==> src/rtl/rsp_chk_pkg.sv <==
// Package: constants shared by the response integrity checker.
// Assumes nothing beyond the bit positions decoded by software.
package rsp_chk_pkg;
    localparam int ERR_W       = 3;
    localparam int E_REQ_CRC   = 0;   // request CRC flagged by the far end
    localparam int E_RSP_CRC   = 1;   // payload CRC mismatch
    localparam int E_BAD_STAT  = 2;   // status byte not in the expected form
    localparam int ST_REQBAD   = 5;   // status flag bit: request CRC bad
    localparam int ST_TAKEN    = 2;   // status flag bit: work taken
    localparam logic [7:0] ST_IDLE_PAT  = 8'h81;
    localparam logic [7:0] ST_FLAG_MASK = 8'h24;
    localparam int HDR_BYTES   = 4;
    localparam int SUM_BYTES   = 4;
    localparam int TRL_BYTES   = 4;
endpackage

==> src/rtl/rsp_chk_seq.sv <==
// Byte-position tracker. Counts the accepted bytes of one frame and marks
// the payload window, the checksum field, the status byte and the last byte.
// Assumes xfer_len >= 4 and, when chk_len > 0, xfer_len >= chk_len + 12.
module rsp_chk_seq #(
    parameter int LEN_W = 12
) (
    input  logic             clk,
    input  logic             rst_n,
    input  logic             start,
    input  logic [LEN_W-1:0] xfer_len,
    input  logic [LEN_W-1:0] chk_len,
    input  logic             rx_valid,
    output logic             in_pay,
    output logic             in_fld,
    output logic             at_stat,
    output logic             at_last,
    output logic             chk_on
);
    import rsp_chk_pkg::*;
    localparam int XW = LEN_W + 1;

    logic             active;
    logic [LEN_W-1:0] pos, xfer_q, chk_q;
    logic [XW-1:0]    pos_x, pay_end, fld_end;
    logic             take;

    // Decode the current byte position against the latched lengths.
    always_comb begin
        take    = active && rx_valid && !start;
        pos_x   = {1'b0, pos};
        pay_end = {1'b0, chk_q} + XW'(HDR_BYTES);
        fld_end = pay_end + XW'(SUM_BYTES);
        chk_on  = (chk_q != '0);
        in_pay  = take && chk_on && (pos_x >= XW'(HDR_BYTES)) && (pos_x < pay_end);
        in_fld  = take && chk_on && (pos_x >= pay_end) && (pos_x < fld_end);
        at_stat = take && (pos == xfer_q - LEN_W'(TRL_BYTES));
        at_last = take && (pos == xfer_q - LEN_W'(1));
    end

    // Arm on start, advance on each accepted byte, disarm after the last.
    always_ff @(posedge clk) begin
        if (!rst_n) begin
            active <= 1'b0;
            pos    <= '0;
            xfer_q <= '0;
            chk_q  <= '0;
        end else if (start) begin
            active <= 1'b1;
            pos    <= '0;
            xfer_q <= xfer_len;
            chk_q  <= chk_len;
        end else if (take) begin
            pos <= pos + LEN_W'(1);
            if (at_last) active <= 1'b0;
        end
    end
endmodule

==> config.mk <==
export PLATFORM = sky130hd
export DESIGN_NAME = rsp_chk_seq
export DESIGN_NICKNAME = d
export VERILOG_FILES = /design/src/rtl/rsp_chk_pkg.sv /design/src/rtl/rsp_chk_seq.sv
export SDC_FILE = /design/constraint.sdc
export NUM_CORES = 1
export LEC_CHECK = 0
export ABC_AREA = 1
export ABC_CLOCK_PERIOD_IN_PS = 7700
export BUFFER_PORTS_ARGS = -buffer_cell sky130_fd_sc_hd__buf_2
export CAP_MARGIN = 20
export CORE_ASPECT_RATIO = 1.75
export CORE_UTILIZATION = 55
export CTS_BUF_LIST = sky130_fd_sc_hd__clkbuf_8
export CTS_CLUSTER_SIZE = 8
export DETAILED_ROUTE_END_ITERATION = 16
export PLACE_DENSITY = 0.78
export SYNTH_ARGS = -nofsm -noshare
export SYNTH_HDL_FRONTEND = slang
export SYNTH_SLANG_ARGS = --single-unit
==> constraint.sdc <==
create_clock -name clk -period 7.7 [get_ports clk]
set_input_delay 1.155 -clock clk [delete_from_list [all_inputs] [get_ports clk]]
set_output_delay 1.155 -clock clk [all_outputs]
set_load 0.005 [all_outputs]
[Word-level counts from Yosys, hierarchy flattened]
Index checks and enable logic that the tools add are counted.
Operators by class
  $add $sub $neg: 5
  $lt $le $gt $ge: 4
  equality and inequality tests: 2
  muxes and demuxes: 3
  bitwise logic cells: 1
  reduce and logical (&&, ||, !) cells: 15
Operators with widths (number)
  $lt A12 B13 Y1: 2
  $eq A12 B12 Y1: 2
  $add A12 B3 Y13 const B: 1
  $add A13 B3 Y13 const B: 1
  $ge A12 B13 Y1: 1
  $add A12 B1 Y12 const B: 1
  $ge A12 B3 Y1 const B: 1
  $reduce_bool A12 Y1: 1
  $sub A12 B1 Y12 const B: 1
  $sub A12 B3 Y12 const B: 1
  $logic_and A1 B1 Y1: 9
  $reduce_bool A2 Y1: 2
  $mux W1: 3
  $reduce_and A2 Y1: 1
  $reduce_or A2 Y1: 1
  $logic_not A1 Y1: 1
  $not A1 Y1: 1
Word-level totals
  register bits: 37
  bits of input ports: 28
  output and inout port bits: 5
  word-level logic and storage cells: 34

[Depth between registers and ports, before layout]
Gate-level depths: netlist of the first run.
  depth in word-level cells: 6
  mapped depth: 18

[Worst setup path after synthesis of the first run]
No wires, ideal clock.
  kind: register -> output
  start point: register chk_q[2]
  end point: output in_fld
  arrival: 2.306 ns
  required time: 6.545 ns
  setup slack: 4.239 ns
  stages on the path, launching flop included: 18
  cells stage by stage: dfxtp_1 -> ha_1 -> nand2_1 -> o21ai_1 -> o21ai_2 -> nor2_1 -> nand2_1 -> xor2_1 -> ha_1 -> nand2_1 -> inv_1 -> nor3_1 -> nand2_1 -> nand2_1 -> nand2_1 -> a21oi_1 -> nor2_1 -> nor2_2
On the way
  cells in the longest elaborated chain, start to end: 4
  elaborated cells on any way between the ends: 8
Ends and longest elaborated chain
  from (decl): RTL line rsp_chk_seq.sv:23  | logic [LEN_W-1:0] pos, xfer_q, chk_q;
  from (signal assigned): RTL line rsp_chk_seq.sv:51  | chk_q <= chk_len;
  $add A12 B3 Y13 or $reduce_bool A12 Y1 (tied branches): RTL line rsp_chk_seq.sv:31, rsp_chk_seq.sv:33
  $add A13 B3 Y13 (tied with other cells): RTL line rsp_chk_seq.sv:32  | fld_end = pay_end + XW'(SUM_BYTES);
  $lt A12 B13 Y1 or $logic_and A1 B1 Y1 (tied branches): RTL line rsp_chk_seq.sv:35  | in_fld = take && chk_on && (pos_x >= pay_end) && (pos_x < fld_end);
  $logic_and A1 B1 Y1 *: RTL line rsp_chk_seq.sv:35
  to (decl): RTL line rsp_chk_seq.sv:14  | output logic in_fld,
Every way passes the cells marked *; elsewhere a longest branch is shown, timed or not.

[Final worst setup path of the first run]
Same ends and word-level chain as after synthesis.

==> run metrics, run 1 <==
status=finished, violations left; failing checks=design-rule violations; Tcrit/Tclk final=53.3%; Setup CP Type=reg -> out; core area=5260 um^2; sequential area share after synthesis=24.6%; n_diodes=0; slowest library cell on the worst path=dfxtp_1; synthesized-area fraction occupied by and/or/nand/nor cells=29.8%; Fin. Hold Viols=0; TritonCTS clock tree=yes; TritonRoute pass-1 iters=10; Synth Cell Area=3020 um^2; Net count, final=536; most numerous cell on the critical path=nand2_1; critical path endpoint category=output port; top-area cell type share of the netlist area=24.6%; Lkg Pwr=0.00155 uW; Post-Synth Adder-Cell Area=11.2%; Synth Area in Compound Gates=15.1%; syn_area_per_cell=6.69 um^2; HP Start=chk_q[9]; CTS Buffer Depth=2; CTS clk-pin slew, worst paths=80 ps; most frequent cells after synthesis=nand2_1, inv_1, nor2_1; WL/cell=14.3 um; Slew @ Worst Pin=984 ps; CTS buffer count=5; Slew headroom=34.3%; Hold/Removal Path Class=reg -> reg; RR Startpoint=xfer_q[2]; Via density=5.55; IO Pins=33; wl on met1=2820 um; htree depth=2; top-count cell post-synth=nand2_1; Min-Delay Path Depth=2; ANT nets after route=0; Die X=58.0 um; setup TNS=0 ps; DP HPWL=6150 um; worst path arrival time=2950 ps; Worst Skew=9.19 ps; Worst R2R Setup Slack=5550 ps; hold_ws=520 ps; Synth Register Bits=37; layout cells sized above 1=13.9%; initial antenna violation count=0; Most used DFF post-synth=dfxtp_1; FF-to-FF path depth=12; Die Ht=100 um; first-pass GRT wire length=12,300 um; critical-path cell list=inv_1 > ha_1 > inv_1 > nor3_2 > nand2_1 > o21ai_0 > nand2_1 > ha_1 > inv_1 > nor3_1 > nor3_1 > nand2_1 > nand2_1 > nand2_1 > a21oi_1 > nor2_1 > nor2_2 > buf_2; Startpoint Class=flop; vias in the first global route=2,877; Reg-to-Reg End=active; Max VDD drop=0.121 mV; full die area=5800 um^2; delay of the slowest cell on the worst path=460 ps; via count=2,983; Port Buf Inserts=32; max cap viols=0; Ys Warns=0; Rows=35; Slew Viols, Final=0; final wirelength=7670 um; Synth Instances=451; Synth Area in XOR/XNOR=9.79%; placed cell areas=3210 um^2; RSZ-0062 raised after global routing=no; GP Congestion=0.949; CTS Hold Bufs=0; Netlist cell types=32; post-cts sizing count=0; synthesized net count=506; Tmin final=4100 ps; 1st-iter DRT viols=112; Met2 Wirelength=4270 um; number of synthesized flops with an enable pin=0; Max Freq=244 MHz; Area Growth Syn to Fin=9.54%; main combinational cell family by area after synthesis=simple AND/OR/NAND/NOR gates; Starting Density=57.4%; ranking of synthesized cells by area=dfxtp_1, ha_1, nand2_1; critical path data required time=6550 ps; proportion of synthesized area in mux cells=0%; Hold Path Sink=chk_q[9]; design area=3300 um^2; DRC Markers=1; Total GRT Usage=27.9%; largest area contributor in the netlist=dfxtp_1; # Post-CTS Setup Buffers=0; Skew-Pair Late Insertion Delay=290 ps; PwrDens=142 nW/um^2; remaining global-route overflow=0; Max Used Layer=met4; largest net degree at the start of global routing=40; Clock Sinks=37; root buffer cell=clkbuf_8; CP Max Fanout=6; Met3 Wirelength=201 um; Async SR Flop Fraction=0%; Finish-stage setup viols=0
-- sequential cells by signal (all words and copies together) (netlist names) --
name	count
chk_q	12
active	1
pos	12
xfer_q	12
-- cell families (layout without fill, tap and decap cells) --
| family | count (synthesis) | count (layout) |
|---|---|---|
| and+or+nand+nor | 192 | 192 |
| AOI/OAI and AO/OA | 87 | 87 |
| buffers and inverters | 76 | 107 |
| DFF | 37 | 37 |
| xor gates and xnor gates | 32 | 32 |
| adders and majority gates | 27 | 27 |
-- routing by layer --
layer	vias to the layer above	global-route usage, %
met5	-	0
met4	0	18.7
met3	27	3.87
met2	76	55.5
met1	1349	24.3
li1	1531	-
-- placed cells by master (no fill, tap or decap) --
| cell type | instances |
|---|---|
| nand2_2 | 6 |
| nor4_1 | 2 |
| o22ai_1 | 2 |
| xnor2_1 | 9 |
| and2_1 | 1 |
| nor2_4 | 2 |
| nand3_2 | 2 |
| nor2_1 | 51 |
| nand2_1 | 67 |
| xor2_1 | 21 |
| o21ai_1 | 1 |
| o211ai_1 | 1 |
| nor3_2 | 5 |
| buf_2 | 32 |
| or2_2 | 1 |
| clkbuf_8 | 6 |
| o221ai_1 | 1 |
| inv_1 | 65 |
| nand3_1 | 25 |
| a21oi_1 | 37 |
| o41ai_1 | 1 |
| a211oi_1 | 1 |
| dfxtp_1 | 37 |
| nor3b_1 | 2 |
| ha_1 | 27 |
| o21ai_0 | 42 |
| nor2_2 | 6 |
| clkinv_4 | 1 |
| nand4_1 | 11 |
| xor2_2 | 2 |
| clkinv_2 | 1 |
| inv_2 | 2 |
| o21ai_2 | 1 |
| nor3_1 | 11 |
-- worst max-delay path: cells and delay by family (launching register included) --
kind	cells	cell delay (ps)
and+or+nand+nor	10	910
adders and majority gates	2	620
DFF	1	460
buffers and inverters	4	400
AOI/OAI and AO/OA	2	270
-- worst max path at each step --
stage	startpoint	end	slack [ps]	depth (start not counted)
2_1_floorplan	chk_q[2]	in_fld	4240	17
3_3_place_gp	chk_q[2]	in_fld	4000	18
3_5_place_dp	chk_q[2]	in_fld	3920	18
4_1_cts	chk_q[2]	in_fld	3580	18
5_1_grt	chk_q[2]	in_fld	3200	18
6_report	chk_q[2]	in_fld	3600	18
-- stage by stage --
stage / setup WS (ps) / utilization (%) / cells / power, uW
6_report: 3600 / 62.9 / 537 / 468
5_1_grt: 3200 / 62.9 / 537 / 495
4_1_cts: 3580 / 62.9 / 537 / 469
3_5_place_dp: 3920 / 61.0 / 529 / 322
3_3_place_gp: 4000 / 61.0 / 529 / 319
2_1_floorplan: 4240 / - / 451 / 294
-- area by class of cell --
type                            instances  area [um^2]
Multi-Input combinational cell        338         1990
Fill cell                             501         1950
Sequential cell                        37          741
Inverter                               67          251
Timing Repair Buffer                   32          160
Clock buffer                            6         82.6
Tap cell                               55         68.8
Clock inverter                          2         13.8
-- power by group --
| group | switching (uW) | internal, uW |
|---|---|---|
| logic | 65.9 | 40.3 |
| clock network | 76.2 | 72.7 |
| registers | 12.4 | 201 |
| total | 154 | 314 |
No activity file was read; power rests on OpenSTA's default activity.
==> run 2, diff against run 1 <==
--- a/config.mk
+++ b/config.mk
@@ -6,7 +6,7 @@
 export NUM_CORES = 1
 export LEC_CHECK = 0
 export ABC_AREA = 1
-export ABC_CLOCK_PERIOD_IN_PS = 7700
+export ABC_CLOCK_PERIOD_IN_PS = 4200
 export BUFFER_PORTS_ARGS = -buffer_cell sky130_fd_sc_hd__buf_2
 export CAP_MARGIN = 20
 export CORE_ASPECT_RATIO = 1.75
==> constraint.sdc (replaced) <==
create_clock -name clk -period 4.2 [get_ports clk]
set_input_delay 0.63 -clock clk [delete_from_list [all_inputs] [get_ports clk]]
set_output_delay 0.63 -clock clk [all_outputs]
set_load 0.005 [all_outputs]
==> run 2 against run 1 <==
  * The run still ends with design-rule violations left
  * Sequential share of layout area did not move
  * Final area unchanged
  * Sequential power grew 83%
  * Utilization did not move
  * Clock power grew 83%
  * Critical path type unchanged
  * Largest power group unchanged
  * Largest cell class unchanged
==> run metrics, run 2 (same netlist as run 1, synthesis figures left out) <==
critical path data required time=3570 ps (-2980 ps); Fin. Hold Viols=0 (unchanged); Slew headroom=35.3% (+0.96 points); Starting Density=57.4% (unchanged); post-cts sizing count=0 (unchanged); Hold/Removal Path Class=reg -> reg; crit path capture=in_fld; Finished Core Util=62.9% (unchanged); met2 usage=56.7% (+1.1 points); Startpoint Class=flop; WL/cell=14.2 um (-0.85%); Area Growth Syn to Fin=9.54% (unchanged); core area=5260 um^2 (unchanged); status=finished, violations left; Tmin final=3580 ps; met3 Resource Use GR=3.87% (unchanged); design area=3300 um^2 (unchanged); CTS buffer count=5 (unchanged); RSZ-0062 raised after global routing=no; DP HPWL=6130 um (-0.23%); # Post-CTS Setup Buffers=0 (unchanged); RR Startpoint=xfer_q[2]; met1 usage=24.3% (+0.039 points); Rows=35 (unchanged); Clock Sinks=37 (unchanged); hold_ws=517 ps (-3.05 ps); CTS Hold Bufs=0 (unchanged); dpl cells=529 (unchanged); DRC Markers=1 (unchanged); final wirelength=7610 um (-0.85%); failing checks=design-rule violations; max cap viols=0 (unchanged); Die Ht=100 um (unchanged); fillers=496 (-1.0%); root buffer cell=clkbuf_8; critical-path cell list=ha_1 > nand2_1 > o21ai_1 > o21ai_2 > nor2_1 > nand2_1 > xor2_1 > ha_1 > nand2_1 > inv_1 > nor3_1 > nand2_1 > nand2_1 > nand2_1 > a21oi_1 > nor2_1 > nor2_2 > buf_2; Lkg Pwr=0.00155 uW (unchanged); remaining global-route overflow=0 (unchanged); vias in the first global route=2,942 (+2.3%); Reg-to-Reg End=active; Buf/Inv on CP=2 (-2); Slew Viols, Final=0 (unchanged); Via density=5.58 (+0.47%); count of non-filler cells in the finished layout=537 (unchanged); Setup CP Type=reg -> out; Max Freq=280 MHz; CTS Buffer Depth=2 (unchanged); TritonCTS clock tree=yes; first-pass GRT wire length=12,500 um (+1.8%); most used routing layer=met2; via count=2,997 (+0.47%); placed cell areas=3210 um^2 (unchanged); Slew @ Worst Pin=970 ps (-14.4 ps); Net count, final=536 (unchanged); commonest non-fill, non-tap cells in the layout=nand2_1, inv_1, nor2_1; CTS clk-pin slew, worst paths=80 ps (about the same); CP Max Fanout=6 (unchanged); Tcrit/Tclk final=85.1%; GP Congestion=0.951 (+0.21%); Crit. path cell count=18 (unchanged); PwrDens=260 nW/um^2 (+83%); delay of the slowest cell on the worst path=470 ps (about the same); slowest library cell on the worst path=dfxtp_1; Die X=58.0 um (unchanged); most numerous cell on the critical path=nand2_1; Max VDD drop=0.165 mV (+36%); IO Pins=33 (unchanged); TritonRoute pass-1 iters=10 (unchanged); layout cells sized above 1=13.9% (unchanged); worst path arrival time=2950 ps (about the same); htree depth=2 (unchanged); Finish-stage setup viols=0 (unchanged); critical path endpoint category=output port; setup TNS=0 ps (unchanged); Port Buf Inserts=32 (unchanged); crit path from=chk_q[2]; n_diodes=0 (unchanged); ANT nets after route=0 (unchanged); largest net degree at the start of global routing=40 (unchanged); Worst Skew=12.6 ps (+3.41 ps); Worst R2R Setup Slack=2040 ps (-3510 ps); Largest regs=chk_q (12), pos (12), xfer_q (12); Skew-Pair Late Insertion Delay=300 ps (about the same); commonest non-fill, non-tap cell in the layout=nand2_1; 1st-iter DRT viols=160 (+43%); Total GRT Usage=28.3% (+0.41 points); FF-to-FF path depth=12 (unchanged); initial antenna violation count=0 (unchanged); delay-heaviest family, CP=simple AND/OR/NAND/NOR gates; full die area=5800 um^2 (unchanged)
==> run 2: cell counts in the layout (fill, tap and decap cells not counted) <==
No cell type changed its count.
==> run 2: final cells by class <==
type	count	area (um^2)	share of cell area (%)
Clock buffer	6	82.6	2.50
Tap cell	55	68.8	2.08
Timing Repair Buffer	32	160	4.85
Clock inverter	2	13.8	0.417
Multi-Input combinational cell	338	1990	60.1
Inverter	67	251	7.61
Sequential cell	37	741	22.4
==> run 2: how the worst min path moves through the flow <==
stage | start | depth (start not counted) | to
final | chk_q[9] | 2 | chk_q[9]
after global routing | xfer_len[6] | 3 | xfer_q[6]
after CTS | chk_q[9] | 2 | chk_q[9]
after detailed placement | chk_q[9] | 2 | chk_q[9]
after global placement | xfer_q[4] | 2 | xfer_q[4]
after floorplan | chk_q[1] | 2 | chk_q[1]
==> run 2: power by group <==
group | internal [uW] | total (uW) | switching (uW) | leakage (uW)
Sequential | 368 | 390 | 22.3 | 0.000305
Clock | 133 | 273 | 140 | 0.0000512
Combinational | 74.0 | 195 | 121 | 0.00120
==> run 2: worst reg2reg max path, stage by stage, from the launching register on <==
cell     delay, ps
dfxtp_1        380
inv_1          160
ha_1           190
nand2_1         90
nor2_2         170
inv_1           70
nor2_1         200
nand2_1        110
xor2_1         150
nor3_1         160
nand3_1        150
nor2_1         170
nor2_1          50
==> run 2: stage by stage <==
step	worst slack [ps]	total power, uW
floorplan	1260	538
global placement	1020	585
detailed placement	961	590
CTS	621	862
global route	304	907
finish	624	858
==> run 2: layer usage <==
| metal | up-vias | part of all wire, % |
|---|---|---|
| li1 | 1535 | - |
| met1 | 1347 | 35 |
| met2 | 79 | 56 |
| met3 | 36 | 2.7 |
| met4 | 0 | 6.4 |
| met5 | - | 0 |
==> run 3, diff against run 2 <==
--- a/config.mk
+++ b/config.mk
@@ -6,7 +6,7 @@
 export NUM_CORES = 1
 export LEC_CHECK = 0
 export ABC_AREA = 1
-export ABC_CLOCK_PERIOD_IN_PS = 4200
+export ABC_CLOCK_PERIOD_IN_PS = 2980
 export BUFFER_PORTS_ARGS = -buffer_cell sky130_fd_sc_hd__buf_2
 export CAP_MARGIN = 20
 export CORE_ASPECT_RATIO = 1.75
@@ -14,7 +14,7 @@
 export CTS_BUF_LIST = sky130_fd_sc_hd__clkbuf_8
 export CTS_CLUSTER_SIZE = 8
 export DETAILED_ROUTE_END_ITERATION = 16
-export PLACE_DENSITY = 0.78
+export PLACE_DENSITY = 0.8
 export SYNTH_ARGS = -nofsm -noshare
 export SYNTH_HDL_FRONTEND = slang
 export SYNTH_SLANG_ARGS = --single-unit
==> constraint.sdc (replaced) <==
create_clock -name clk -period 2.98 [get_ports clk]
set_input_delay 0.596 -clock clk [delete_from_list [all_inputs] [get_ports clk]]
set_output_delay 0.596 -clock clk [all_outputs]
set_load 0.005 [all_outputs]
==> run 3 against run 2 <==
  * Register-to-register slack got worse by 1100 ps
  * Setup slack worse by 1000 ps
  * Largest cell class unchanged
  * Routed wire length rose by 18%
  * The run ends with design-rule violations, negative setup slack left
  * Worst hold slack is essentially flat
  * Count of clock-buffer cells in the layout unchanged
==> run metrics, run 3 (same netlist as run 1, synthesis figures left out) <==
via count=3,249 (+8.4%); Total GRT Usage=30.4% (+2.1 points); dpl cells=551 (+4.2%); delay of the slowest cell on the worst path=370 ps (-100 ps); Startpoint Class=flop; critical path data required time=2380 ps (-1190 ps); first-pass GRT wire length=13,400 um (+7.1%); critical path endpoint category=output port; delay-heaviest family, CP=simple AND/OR/NAND/NOR gates; slowest library cell on the worst path=dfxtp_4; Skew-Pair Late Insertion Delay=300 ps (about the same); FF+latch area=752 um^2 (+1.5%); vias in the first global route=3,181 (+8.1%); fillers=426 (-14%); Via density=5.75 (+3.0%); Clock Sinks=37 (unchanged); Buf/Inv on CP=3 (+1); largest net degree at the start of global routing=40 (unchanged); IO Pins=33 (unchanged); DP HPWL=6450 um (+5.1%); final wirelength=8990 um (+18%); Area Growth Syn to Fin=24.3%; Hold/Removal Path Class=in -> reg; area of the multi-input gates=2170 um^2 (+9.4%); TritonCTS clock tree=yes; Lkg Pwr=0.00174 uW (+12%); root buffer cell=clkbuf_8; Rows=35 (unchanged); Power, Total=1360 uW (+58%); DRC Markers=1 (unchanged); Fin. Hold Viols=0 (unchanged); design area=3750 um^2 (+13%); commonest non-fill, non-tap cells in the layout=inv_1, nand2_1, nor2_1; n_diodes=0 (unchanged); count of non-filler cells in the finished layout=565 (+5.2%); layout cells sized above 1=25.3% (+11 points); status=finished, violations left; CTS Buffer Depth=2 (unchanged); full die area=5800 um^2 (unchanged); Slew @ Worst Pin=1010 ps (+40.0 ps); critical-path cell list=ha_4 > xnor2_4 > buf_6 > buf_4 > xor2_1 > ha_1 > nand2_1 > o211ai_1 > nand2_1 > nand2_1 > nand2_1 > nand2_2 > a21oi_2 > nor2_1 > nor2_2 > buf_2; Die Ht=100 um (unchanged); worst path arrival time=2790 ps (-160 ps); Port Buf Inserts=32 (unchanged); Largest regs=chk_q (12), pos (12), xfer_q (12); CP Max Fanout=4 (-2); max cap viols=0 (unchanged); Worst Skew=6.35 ps (-6.25 ps); Tmin final=3380 ps; htree depth=2 (unchanged); Max VDD drop=0.297 mV (+80%); RSZ-0062 raised after global routing=yes; Slew Viols, Final=0 (unchanged); PwrDens=362 nW/um^2 (+40%); Finish-stage setup viols=2 (+2); CTS buffer count=5 (unchanged); setup TNS=-466 ps (-466 ps); Tcrit/Tclk final=114%; initial antenna violation count=0 (unchanged); GP Congestion=0.979 (+3.0%); WL/cell=15.9 um (+12%); ANT nets after route=0 (unchanged); Setup CP Type=reg -> out; placed cell areas=3370 um^2 (+5.1%); CTS clk-pin slew, worst paths=70 ps (about the same); failing checks=design-rule violations, negative setup slack; PnR worst setup slack=-403 ps (-1030 ps); Net count, final=564 (+5.2%); TritonRoute pass-1 iters=10 (unchanged); core area=5260 um^2 (unchanged); Die X=58.0 um (unchanged); Starting Density=57.4% (unchanged); remaining global-route overflow=0 (unchanged); Max Freq=296 MHz; commonest non-fill, non-tap cell in the layout=inv_1; most numerous cell on the critical path=nand2_1; 1st-iter DRT viols=176 (+10%); Slew headroom=32.6% (-2.7 points)
[run 3: cell count changes in the layout (fill, tap and decap cells not counted), moves of 5 or more]
cell and change:
buf_4 +24, ha_1 -6, ha_4 +6, inv_1 -5, inv_2 +5, nand2_1 -10
nand2_2 +9
[run 3: worst register-to-register path: cells and delay by family, from the launching register on]
kind	cells	cell delay (ps)
compound gates	2	240
flops	1	500
simple gates	6	850
buf+inv	1	60
fa+ha+maj	1	260
[run 3: area by class of cell]
cell class | count | area share, %
sequential | 37 | 20.1
tap | 55 | 1.84
clock inverter | 2 | 0.901
multi-input combinational | 338 | 58.0
inverter | 67 | 6.77
timing repair buffer | 60 | 10.3
clock buffer | 6 | 2.20
[run 3: final timing paths]
check,from,to,slack (ps),depth (start not counted)
max,chk_q[2],in_fld,-400,16
min,chk_len[4],chk_q[4],520,3
max reg2reg,pos[1],pos[10],960,10
min reg2reg,xfer_q[4],xfer_q[4],520,2
[run 3: what timing repair did]
| action | CTS | global route |
|---|---|---|
| hold endpoints to repair | 0 | 0 |
| hold buffers | 0 | 0 |
| gates resized for setup | 23 | 30 |
| buffers inserted | 0 | 6 |
| pin swaps | 6 | 25 |
| endpoints found under the setup margin | 2 | 3 |
[run 3: per-layer routing]
| metal | vias to the layer above | share of wire [%] | GRT usage (%) |
|---|---|---|---|
| met5 | - | 0 | 0 |
| met1 | 1487 | 33 | 24.6 |
| li1 | 1593 | - | - |
| met3 | 47 | 4.3 | 5.54 |
| met2 | 122 | 54 | 60.4 |
| met4 | 0 | 8.8 | 22.7 |
[run 3: through the flow]
step           utilization (%)  hold slack (ps)  setup slack [ps]
2_1_floorplan                -              451              78.4
6_report                  71.4              518              -403
3_3_place_gp              64.2              497             -30.6
3_5_place_dp              64.2              509              -112
5_1_grt                   71.4              535              -546
4_1_cts                   68.0              520              -322
[run 3: power by group]
group	internal (uW)	leakage (uW)	switching [uW]	total (uW)
registers	518	0.000307	33.1	551
logic	144	0.00137	202	345
clock network	270	0.0000626	193	462
total	931	0.00174	427	1360
